<file path="src/rtl/tdir_pkg.sv">
package tdir_pkg;

  typedef enum logic [1:0] {
    PERM_NONE = 2'd0,
    PERM_INV  = 2'd1,
    PERM_RO   = 2'd2,
    PERM_RW   = 2'd3
  } perm_e;

  typedef enum logic [2:0] {
    OP_NOP     = 3'd0,
    OP_ACCESS  = 3'd1,
    OP_ALLOC   = 3'd2,
    OP_FREE    = 3'd3,
    OP_SETPERM = 3'd4,
    OP_AVAIL   = 3'd5,
    OP_PROBE   = 3'd6
  } op_e;

  localparam logic [1:0] KIND_LOAD  = 2'd0;
  localparam logic [1:0] KIND_FETCH = 2'd1;
  localparam logic [1:0] KIND_STORE = 2'd2;

  // Permission check for a found line: read-write serves all kinds,
  // read-only serves loads and fetches only.
  function automatic logic perm_allows(input logic [1:0] perm, input logic [1:0] kind);
    logic rd;
    rd = (kind == KIND_LOAD) || (kind == KIND_FETCH);
    return (perm == PERM_RW) || ((perm == PERM_RO) && rd);
  endfunction

endpackage

</file>
<file path="src/rtl/tdir_way_search.sv">
module tdir_way_search
  import tdir_pkg::*;
#(
  parameter int ASSOC = 4,
  parameter int TAG_W = 22,
  localparam int WAY_W = $clog2(ASSOC)
) (
  input  logic [ASSOC-1:0][TAG_W-1:0] row_tag,
  input  logic [ASSOC-1:0][1:0]       row_perm,
  input  logic [TAG_W-1:0]            key_tag,
  output logic [ASSOC-1:0]            match_vec,
  output logic [ASSOC-1:0]            free_vec,
  output logic                        match_any,
  output logic                        free_any,
  output logic [WAY_W-1:0]            match_way,
  output logic [WAY_W-1:0]            free_way
);

  function automatic logic [WAY_W-1:0] lowest_way(input logic [ASSOC-1:0] v);
    logic [WAY_W-1:0] r;
    r = '0;
    for (int i = ASSOC - 1; i >= 0; i--) begin
      if (v[i]) r = WAY_W'(i);
    end
    return r;
  endfunction

  for (genvar w = 0; w < ASSOC; w++) begin : g_way
    assign free_vec[w]  = (row_perm[w] == PERM_NONE);
    assign match_vec[w] = !free_vec[w] && (row_tag[w] == key_tag);
  end

  assign match_any = |match_vec;
  assign free_any  = |free_vec;
  assign match_way = lowest_way(match_vec);
  assign free_way  = lowest_way(free_vec);

endmodule

</file>
<file path="src/rtl/tdir_repl.sv">
module tdir_repl #(
  parameter int SETS     = 16,
  parameter int ASSOC    = 4,
  parameter bit USE_PLRU = 1'b0,
  localparam int SET_W = $clog2(SETS),
  localparam int WAY_W = $clog2(ASSOC)
) (
  input  logic             clk,
  input  logic             rst_n,
  input  logic             touch_en,
  input  logic [SET_W-1:0] touch_set,
  input  logic [WAY_W-1:0] touch_way,
  input  logic [SET_W-1:0] query_set,
  output logic [WAY_W-1:0] victim_way
);

  if (!USE_PLRU) begin : g_lru
    // Per-way age: 0 is most recent, ASSOC-1 is the eviction candidate.
    logic [ASSOC-1:0][WAY_W-1:0] age_q [SETS];
    logic [ASSOC-1:0]            oldest_vec;

    function automatic logic [WAY_W-1:0] first_way(input logic [ASSOC-1:0] v);
      logic [WAY_W-1:0] r;
      r = '0;
      for (int i = ASSOC - 1; i >= 0; i--) begin
        if (v[i]) r = WAY_W'(i);
      end
      return r;
    endfunction

    for (genvar w = 0; w < ASSOC; w++) begin : g_old
      assign oldest_vec[w] = (age_q[query_set][w] == WAY_W'(ASSOC - 1));
    end
    assign victim_way = first_way(oldest_vec);

    always_ff @(posedge clk or negedge rst_n) begin
      if (!rst_n) begin
        for (int s = 0; s < SETS; s++) begin
          for (int w = 0; w < ASSOC; w++) begin
            age_q[s][w] <= WAY_W'(w);
          end
        end
      end else if (touch_en) begin
        for (int w = 0; w < ASSOC; w++) begin
          if (WAY_W'(w) == touch_way) begin
            age_q[touch_set][w] <= '0;
          end else if (age_q[touch_set][w] < age_q[touch_set][touch_way]) begin
            age_q[touch_set][w] <= age_q[touch_set][w] + 1'b1;
          end
        end
      end
    end


    lru_single_oldest_chk: assert property (@(posedge clk) disable iff (!rst_n)
      $countones(oldest_vec) == 1);

  end else begin : g_plru
    // Heap-ordered tree, node n stored at bit n-1; a bit of 1 points right.
    logic [ASSOC-2:0] tree_q [SETS];

    function automatic logic [WAY_W-1:0] tree_pick(input logic [ASSOC-2:0] t);
      int n;
      n = 1;
      for (int l = 0; l < WAY_W; l++) n = 2 * n + (t[n-1] ? 1 : 0);
      return WAY_W'(n - ASSOC);
    endfunction

    function automatic logic [ASSOC-2:0] tree_touch(input logic [ASSOC-2:0] t,
                                                    input logic [WAY_W-1:0] w);
      logic [ASSOC-2:0] r;
      int n;
      r = t;
      n = 1;
      for (int l = 0; l < WAY_W; l++) begin
        r[n-1] = ~w[WAY_W-1-l];
        n = 2 * n + (w[WAY_W-1-l] ? 1 : 0);
      end
      return r;
    endfunction

    assign victim_way = tree_pick(tree_q[query_set]);

    always_ff @(posedge clk or negedge rst_n) begin
      if (!rst_n) begin
        for (int s = 0; s < SETS; s++) tree_q[s] <= '0;
      end else if (touch_en) begin
        tree_q[touch_set] <= tree_touch(tree_q[touch_set], touch_way);
      end
    end
  end

endmodule

</file>
<file path="src/rtl/tdir_top.sv">
module tdir_top
  import tdir_pkg::*;
#(
  parameter int ADDR_W    = 32,
  parameter int OFFSET_W  = 6,
  parameter int NUM_LINES = 64,
  parameter int ASSOC     = 4,
  parameter bit USE_PLRU  = 1'b0,
  localparam int SETS  = NUM_LINES / ASSOC,
  localparam int SET_W = $clog2(SETS),
  localparam int WAY_W = $clog2(ASSOC),
  localparam int TAG_W = ADDR_W - OFFSET_W - SET_W
) (
  input  logic              clk,
  input  logic              rst_n,
  input  logic              cmd_valid,
  input  logic [2:0]        cmd_op,
  input  logic [1:0]        cmd_kind,
  input  logic [ADDR_W-1:0] cmd_addr,
  input  logic [1:0]        cmd_perm,
  output logic              rsp_valid,
  output logic              rsp_hit,
  output logic [WAY_W-1:0]  rsp_way,
  output logic [1:0]        rsp_perm,
  output logic              rsp_error,
  output logic [ADDR_W-1:0] rsp_victim
);

  // State arrays
  logic [ASSOC-1:0][TAG_W-1:0] tag_q  [SETS];
  logic [ASSOC-1:0][1:0]       perm_q [SETS];

  // Address split
  logic [SET_W-1:0] set_idx;
  logic [TAG_W-1:0] key_tag;
  assign set_idx = cmd_addr[OFFSET_W +: SET_W];
  assign key_tag = cmd_addr[ADDR_W-1 -: TAG_W];

  logic [ASSOC-1:0][TAG_W-1:0] row_tag;
  logic [ASSOC-1:0][1:0]       row_perm;
  assign row_tag  = tag_q[set_idx];
  assign row_perm = perm_q[set_idx];

  // Search results (named events)
  logic [ASSOC-1:0] match_vec, free_vec;
  logic             match_any, free_any;
  logic [WAY_W-1:0] match_way, free_way, victim_way;

  tdir_way_search #(.ASSOC(ASSOC), .TAG_W(TAG_W)) u_search (
    .row_tag  (row_tag),
    .row_perm (row_perm),
    .key_tag  (key_tag),
    .match_vec(match_vec),
    .free_vec (free_vec),
    .match_any(match_any),
    .free_any (free_any),
    .match_way(match_way),
    .free_way (free_way)
  );

  // Control decode
  logic             touch_en;
  logic [WAY_W-1:0] touch_way;
  logic             wr_en, wr_tag_en;
  logic [WAY_W-1:0] wr_way;
  logic [1:0]       wr_perm;

  logic              n_hit, n_err;
  logic [WAY_W-1:0]  n_way;
  logic [1:0]        n_perm;
  logic [ADDR_W-1:0] n_victim;

  tdir_repl #(.SETS(SETS), .ASSOC(ASSOC), .USE_PLRU(USE_PLRU)) u_repl (
    .clk       (clk),
    .rst_n     (rst_n),
    .touch_en  (touch_en),
    .touch_set (set_idx),
    .touch_way (touch_way),
    .query_set (set_idx),
    .victim_way(victim_way)
  );

  always_comb begin
    touch_en  = 1'b0;
    touch_way = '0;
    wr_en     = 1'b0;
    wr_tag_en = 1'b0;
    wr_way    = '0;
    wr_perm   = PERM_NONE;
    n_hit     = 1'b0;
    n_err     = 1'b0;
    n_way     = '0;
    n_perm    = PERM_NONE;
    n_victim  = '0;
    if (cmd_valid) begin
      case (cmd_op)
        OP_ACCESS: begin
          if (match_any) begin
            touch_en  = 1'b1;
            touch_way = match_way;
            n_way     = match_way;
            n_perm    = row_perm[match_way];
            n_hit     = perm_allows(row_perm[match_way], cmd_kind);
          end
        end
        OP_ALLOC: begin
          if (match_any || !free_any) begin
            n_err = 1'b1;
          end else begin
            wr_en     = 1'b1;
            wr_tag_en = 1'b1;
            wr_way    = free_way;
            wr_perm   = PERM_INV;
            touch_en  = 1'b1;
            touch_way = free_way;
            n_way     = free_way;
            n_perm    = PERM_INV;
          end
        end
        OP_FREE: begin
          if (match_any) begin
            wr_en   = 1'b1;
            wr_way  = match_way;
            wr_perm = PERM_NONE;
            n_hit   = 1'b1;
            n_way   = match_way;
            n_perm  = row_perm[match_way];
          end else begin
            n_err = 1'b1;
          end
        end
        OP_SETPERM: begin
          if (match_any) begin
            wr_en   = 1'b1;
            wr_way  = match_way;
            wr_perm = cmd_perm;
            n_hit   = 1'b1;
            n_way   = match_way;
            n_perm  = cmd_perm;
          end else begin
            n_err = 1'b1;
          end
        end
        OP_AVAIL: begin
          n_hit = match_any || free_any;
          n_way = match_any ? match_way : free_way;
        end
        OP_PROBE: begin
          if (free_any) begin
            n_err = 1'b1;
          end else begin
            n_way    = victim_way;
            n_perm   = row_perm[victim_way];
            n_victim = {row_tag[victim_way], set_idx, {OFFSET_W{1'b0}}};
          end
        end
        default: ;
      endcase
    end
  end

  // Registered op and kind, kept for the response checks
  logic [2:0] rsp_op_q;
  logic [1:0] rsp_kind_q;

  always_ff @(posedge clk or negedge rst_n) begin
    if (!rst_n) begin
      for (int s = 0; s < SETS; s++) begin
        tag_q[s]  <= '0;
        perm_q[s] <= '0;
      end
      rsp_valid  <= 1'b0;
      rsp_hit    <= 1'b0;
      rsp_way    <= '0;
      rsp_perm   <= '0;
      rsp_error  <= 1'b0;
      rsp_victim <= '0;
      rsp_op_q   <= '0;
      rsp_kind_q <= '0;
    end else begin
      if (wr_en) begin
        perm_q[set_idx][wr_way] <= wr_perm;
        if (wr_tag_en) tag_q[set_idx][wr_way] <= key_tag;
      end
      rsp_valid  <= cmd_valid;
      rsp_hit    <= n_hit;
      rsp_way    <= n_way;
      rsp_perm   <= n_perm;
      rsp_error  <= n_err;
      rsp_victim <= n_victim;
      rsp_op_q   <= cmd_valid ? cmd_op : 3'd0;
      rsp_kind_q <= cmd_kind;
    end
  end


  aligned_addr_chk: assert property (@(posedge clk) disable iff (!rst_n)
    cmd_valid |-> (cmd_addr[OFFSET_W-1:0] == '0));


  tag_unique_chk: assert property (@(posedge clk) disable iff (!rst_n)
    $onehot0(match_vec));


  access_hit_perm_chk: assert property (@(posedge clk) disable iff (!rst_n)
    (rsp_valid && rsp_hit && rsp_op_q == OP_ACCESS) |->
      (rsp_perm == PERM_RW || (rsp_perm == PERM_RO && rsp_kind_q != KIND_STORE)));


  alloc_inv_chk: assert property (@(posedge clk) disable iff (!rst_n)
    (rsp_valid && rsp_op_q == OP_ALLOC && !rsp_error) |-> (rsp_perm == PERM_INV && !rsp_hit));


  dup_alloc_err_chk: assert property (@(posedge clk) disable iff (!rst_n)
    (cmd_valid && cmd_op == OP_ALLOC && match_any) |=> rsp_error);


  rsp_follows_cmd_chk: assert property (@(posedge clk) disable iff (!rst_n)
    cmd_valid |=> rsp_valid);


  rsp_idle_chk: assert property (@(posedge clk) disable iff (!rst_n)
    !cmd_valid |=> !rsp_valid);

endmodule

</file>
<file path="config.mk">
export PLATFORM = sky130hd
export DESIGN_NAME = tdir_top
export DESIGN_NICKNAME = d
export VERILOG_FILES = /design/src/rtl/tdir_pkg.sv /design/src/rtl/tdir_way_search.sv /design/src/rtl/tdir_repl.sv /design/src/rtl/tdir_top.sv
export SDC_FILE = /design/constraint.sdc
export NUM_CORES = 2
export LEC_CHECK = 0
export BUFFER_PORTS_ARGS = -buffer_cell sky130_fd_sc_hd__buf_2
export CAP_MARGIN = 20
export CORE_ASPECT_RATIO = 1.25
export CORE_MARGIN = 1
export CORE_UTILIZATION = 30
export CTS_CLUSTER_SIZE = 20
export DETAILED_ROUTE_END_ITERATION = 7
export PLACE_DENSITY_LB_ADDON = 0.2
export SLEW_MARGIN = 30
export SYNTH_ARGS = -nofsm -noshare
export SYNTH_HDL_FRONTEND = slang
export SYNTH_SLANG_ARGS = --single-unit
</file>
<file path="constraint.sdc">
create_clock -name clk -period 7.76 [get_ports clk]
set_input_delay 0.388 -clock clk [delete_from_list [all_inputs] [get_ports clk]]
set_output_delay 0.388 -clock clk [all_outputs]
set_load 0.01 [all_outputs]
</file>
==> flow_summary.html <==
<table>
<tr><th>Metric</th><th>Value</th></tr>
<tr><th colspan="2">Die</th></tr>
<tr><td>Die Outline Area</td><td>284000 um^2</td></tr>
<tr><td>Starting density of the core</td><td>30.2%</td></tr>
<tr><td>Number of top-level pins</td><td>81</td></tr>
<tr><td>Chip Height</td><td>596 um</td></tr>
<tr><td>Die width</td><td>477 um</td></tr>
<tr><td>Std cell rows</td><td>217</td></tr>
<tr><td>Core ar.</td><td>280000 um^2</td></tr>
<tr><th colspan="2">Logic synthesis</th></tr>
<tr><td>Warnings from Yosys</td><td>0</td></tr>
<tr><td>Biggest area contributors in the synthesized netlist</td><td>dfrtp_1, mux2_2, mux4_2</td></tr>
<tr><td>Count of flip-flops with a built-in enable after synthesis</td><td>0</td></tr>
<tr><td>Synthesized area per cell</td><td>14.5 um^2</td></tr>
<tr><td>Top FF cell, synth</td><td>dfrtp_1</td></tr>
<tr><td>Combined area of all synthesized cells</td><td>84700 um^2</td></tr>
<tr><td>Synthesized flop and latch total</td><td>1697</td></tr>
<tr><td>Number of distinct library cell variants in the gate-level netlist after synthesis</td><td>105</td></tr>
<tr><td>Number of standard cells after synthesis</td><td>5856</td></tr>
<tr><td>Fraction of registers with async set or reset after synthesis</td><td>100%</td></tr>
<tr><td>Commonest cells post-synth</td><td>dfrtp_1, mux2_2, mux2_1</td></tr>
<tr><td>Most area-hungry cell type in the Yosys netlist</td><td>dfrtp_1</td></tr>
<tr><td>Top-count cell post-synth</td><td>dfrtp_1</td></tr>
<tr><td>Post-synth top area share</td><td>48.3%</td></tr>
<tr><td>Share of synthesized area occupied by flip-flops and latches</td><td>50.2%</td></tr>
<tr><th colspan="2">Power</th></tr>
<tr><td>Relative contribution of sequential cells to total power</td><td>47.3%</td></tr>
<tr><td>Portion of total power attributed to combinational logic</td><td>6.4%</td></tr>
<tr><td>IR Drop Worst-Case VDD</td><td>0.148 mV</td></tr>
<tr><td>Leak</td><td>44.8 nW</td></tr>
<tr><td>Share of total power consumed by net switching</td><td>24.5%</td></tr>
<tr><td>Part of the power in the clock network</td><td>46.3%</td></tr>
<tr><td>Net Sw Power</td><td>4.60 mW</td></tr>
<tr><td>Total power divided by cell area</td><td>196 nW/um^2</td></tr>
<tr><td>Internal power</td><td>14.2 mW</td></tr>
<tr><th colspan="2">Placed design</th></tr>
<tr><td>Post-detail-place hpwl</td><td>185000 um</td></tr>
<tr><td>Port bufs</td><td>67</td></tr>
<tr><td>Area post-placement</td><td>90100 um^2</td></tr>
<tr><td>Weighted congestion at the end of routability-driven global placement</td><td>0.943</td></tr>
<tr><th colspan="2">Run</th></tr>
<tr><td>Max-Cap Viols</td><td>0</td></tr>
<tr><th colspan="2">Worst setup path</th></tr>
<tr><td>Startpoint of the worst-slack reg-to-reg timing path</td><td>tag_q[244]</td></tr>
<tr><td>Cell family with most CP delay</td><td>simple AND/OR/NAND/NOR gates</td></tr>
<tr><td>Worst path required time</td><td>8480 ps</td></tr>
<tr><td>Buf/Inv on CP</td><td>5</td></tr>
<tr><td>Nature of the critical path startpoint</td><td>primary input</td></tr>
<tr><td>CP endpoint kind</td><td>register</td></tr>
<tr><td>FF-to-FF End</td><td>tag_q[1033]</td></tr>
<tr><td>Reg2Reg Setup Slack</td><td>1900 ps</td></tr>
<tr><td>Biggest cell delay along the critical path</td><td>880 ps</td></tr>
<tr><td>Crit path DAT</td><td>6870 ps</td></tr>
<tr><td>Critical-path maximum fanout</td><td>53</td></tr>
<tr><td>Kind of critical path</td><td>in2reg</td></tr>
<tr><td>Slowest stage cell on the critical path</td><td>nor4_1</td></tr>
<tr><td>Ordered cell list for the critical path</td><td>buf_8 &gt; buf_12 &gt; mux4_2 &gt; mux2i_1 &gt; xor2_1 &gt; o21ai_0 &gt; o21a_1 &gt; nor4_1 &gt; buf_4 &gt; and2_1 &gt; o31ai_1 &gt; a21oi_1 &gt; o21ai_1 &gt; or2_2 &gt; buf_4 &gt; nor4_4 &gt; buf_12 &gt; mux2_2</td></tr>
<tr><td>Cells on worst reg2reg path</td><td>16</td></tr>
<tr><th colspan="2">GRT</th></tr>
<tr><td>Global-route wire length before repair</td><td>414000 um</td></tr>
<tr><td>Overall track demand over capacity in global routing</td><td>19.9%</td></tr>
<tr><td>Remaining global-route overflow</td><td>0</td></tr>
<tr><td>Number of antenna violations at the first check in global routing</td><td>22</td></tr>
<tr><td>Largest net degree at the start of global routing</td><td>185</td></tr>
<tr><td>Vias in the first global route</td><td>55200</td></tr>
<tr><th colspan="2">Final layout</th></tr>
<tr><td>Area added between synthesis and finish</td><td>13.5%</td></tr>
<tr><td>Fraction of layout cells with a size suffix above 1</td><td>35.8%</td></tr>
<tr><td>Post-route standard cell area excluding fillers</td><td>96100 um^2</td></tr>
<tr><td>Layout net count</td><td>5913</td></tr>
<tr><th colspan="2">Timing</th></tr>
<tr><td>Final period utilization</td><td>79.3%</td></tr>
<tr><td>Unrepaired setup endpoints after global routing</td><td>no</td></tr>
<tr><td>Least-Margin Pin Slew</td><td>1050 ps</td></tr>
<tr><td>Clock skew</td><td>71.0 ps</td></tr>
<tr><td>Final setup violation count</td><td>0</td></tr>
<tr><td>Number of hold violations in the final report</td><td>0</td></tr>
<tr><td>Achievable clock frequency</td><td>0.163 GHz</td></tr>
<tr><td>Number of pins with negative max-slew slack in the final report</td><td>0</td></tr>
<tr><td>Final Critical Period</td><td>6150 ps</td></tr>
<tr><td>Headroom to the max-slew limit</td><td>29.8%</td></tr>
<tr><td>Summed negative setup slack over all endpoints</td><td>0 ps</td></tr>
<tr><th colspan="2">Detailed routing</th></tr>
<tr><td>Pre-Repair DR Iteration Count</td><td>8</td></tr>
<tr><td>Antenna Violating Nets Remaining</td><td>0</td></tr>
<tr><td>Drc violations</td><td>0</td></tr>
<tr><td>First-iteration detailed-routing DRC count</td><td>3695</td></tr>
<tr><td>Detailed-route wire length</td><td>284000 um</td></tr>
<tr><td>Overall via count from detail_route</td><td>51500</td></tr>
<tr><td>Average wire per cell in the routed design</td><td>29.2 um</td></tr>
<tr><td>Post-DR vias/cell</td><td>5.29</td></tr>
<tr><th colspan="2">Clock network</th></tr>
<tr><td>Post-CTS Repair Setup Buffers</td><td>0</td></tr>
<tr><td>Clock Sinks</td><td>1697</td></tr>
<tr><td>Buffers from clock root to sink, at most</td><td>4</td></tr>
<tr><td>Maximum level of the CTS H-tree</td><td>4</td></tr>
<tr><td>TritonCTS clock tree</td><td>built</td></tr>
<tr><td>Clock latency at the later pin of the worst-skew pair</td><td>870 ps</td></tr>
<tr><td>Number of buffers inserted during clock tree synthesis</td><td>183</td></tr>
<tr><td>Cell chosen for the clock root</td><td>clkbuf_16</td></tr>
<tr><td>Clock slew at the register clock pins of the worst setup and hold paths</td><td>60 ps</td></tr>
<tr><th colspan="2">Outcome</th></tr>
<tr><td>Result of the run</td><td>finished, final reports clean</td></tr>
<tr><th colspan="2">Hold path</th></tr>
<tr><td>Classification of the worst-slack hold path</td><td>in2async</td></tr>
</table>
## worst max path at each step
stage                start             end  slack (ps)  cells after the start
2_1_floorplan  cmd_addr[6]  rsp_victim[25]        2420                     19
4_1_cts        cmd_addr[6]     tag_q[1182]        1900                     18
3_3_place_gp   cmd_addr[6]     tag_q[1033]         980                     18
3_5_place_dp   cmd_addr[6]      tag_q[562]        1020                     18
6_report       cmd_addr[6]     tag_q[1033]        1610                     18
5_1_grt        cmd_addr[6]      tag_q[551]        1610                     18
## worst register-to-register path, cell delays in order (launching register included)
cell and delay (ps):
dfrtp_1 370, mux4_2 480, mux2i_1 800, xor2_1 200, o21ai_0 110, o21a_1 250, nor4_1 880, buf_4 310
and2_1 270, o31ai_1 120, a21oi_1 210, o21ai_1 130, or2_2 350, buf_4 230, nor4_4 320, buf_12 300
mux2_2 390
## power groups by stage
stage	clock [mW]	sequential [mW]	combinational, mW
4_1_cts	8.97	8.89	1.21
3_5_place_dp	0	9.05	1.21
5_1_grt	9.29	8.89	1.28
2_1_floorplan	0	9.05	0.607
3_3_place_gp	0	9.05	1.20
6_report	8.70	8.89	1.21
## cell type report
| type | instances | area, um^2 |
|---|---|---|
| diodes | 14 | 35.0 |
| repair buffers | 388 | 4230 |
| flip-flops and latches | 1697 | 42500 |
| clock buffers | 271 | 5380 |
| fillers | 27100 | 184000 |
| clock inverters | 43 | 419 |
| well taps | 3723 | 4660 |
| multi-input cells | 3570 | 38800 |
| inverters | 27 | 110 |
## repair_timing
item	CTS	global route
resized for setup	0	0
hold buffers	5	0
endpoints found under the hold margin	132	0
## layer usage
layer | up-vias | GRT usage, % | share of wire (%)
met1 | 28000 | 25.6 | 42
met3 | 479 | 2.81 | 4.3
met4 | 8 | 9.08 | 5.1
met5 | - | 0 | 0.019
li1 | 21800 | - | -
met2 | 1220 | 33.2 | 48
## through the flow
step / power [mW] / utilization [%] / cells / setup WS, ps / hold WS (ps)
finish: 18.8 / 34.3 / 9733 / 1610 / 26.0
global route: 19.5 / 34.3 / 9727 / 1610 / 26.8
CTS: 19.1 / 34.2 / 9713 / 1900 / 2.36
detailed placement: 10.3 / 32.1 / 9394 / 1020 / 466
global placement: 10.2 / 32.1 / 9394 / 984 / 459
floorplan: 9.66 / - / 5861 / 2420 / 92.4
## registers in the layout, indices dropped and copies added, names as in the netlist
name                count
rsp_hit                 1
rsp_way                 2
rsp_valid               1
rsp_victim             26
rsp_error               1
rsp_perm                2
tag_q                1408
u_repl.g_lru.age_q    128
perm_q                128
## cell families (layout without fill, tap and decap cells)
logic type | count (synthesis) | after routing | synth area share, %
buffers and inverters | 594 | 729 | 4.19
other | 1 | 20 | 0.00443
XOR/XNOR | 108 | 108 | 1.13
AO/OA/AOI/OAI | 521 | 521 | 4.53
adder cells (fa/ha/maj) | 8 | 8 | 0.114
multiplexers | 2215 | 2215 | 34.5
AND/OR/NAND/NOR | 712 | 712 | 5.27
flip-flops | 1697 | 1697 | 50.2
## cell usage in the layout (no fill, tap or decap), drive strengths merged, types with 17 or more instances in the layout
cell type / synthesis / layout
a211oi: 30 / 30
a21oi: 64 / 64
a22oi: 60 / 60
and2: 26 / 26
and3: 24 / 24
buf: 313 / 383
clkbuf: 254 / 271
clkinv: 3 / 33
dfrtp: 1633 / 1633
dfstp: 64 / 64
inv: 24 / 27
mux2: 1609 / 1609
mux2i: 241 / 241
mux4: 365 / 365
nand2: 217 / 217
nand2b: 17 / 17
nand3: 44 / 44
nand4: 23 / 23
nor2: 149 / 149
nor3: 61 / 61
nor4: 76 / 76
o21ai: 70 / 70
o22ai: 50 / 50
o2bb2ai: 128 / 128
or2: 26 / 26
xnor2: 87 / 87
xor2: 21 / 21
No activity file was read; power rests on OpenSTA's default activity.
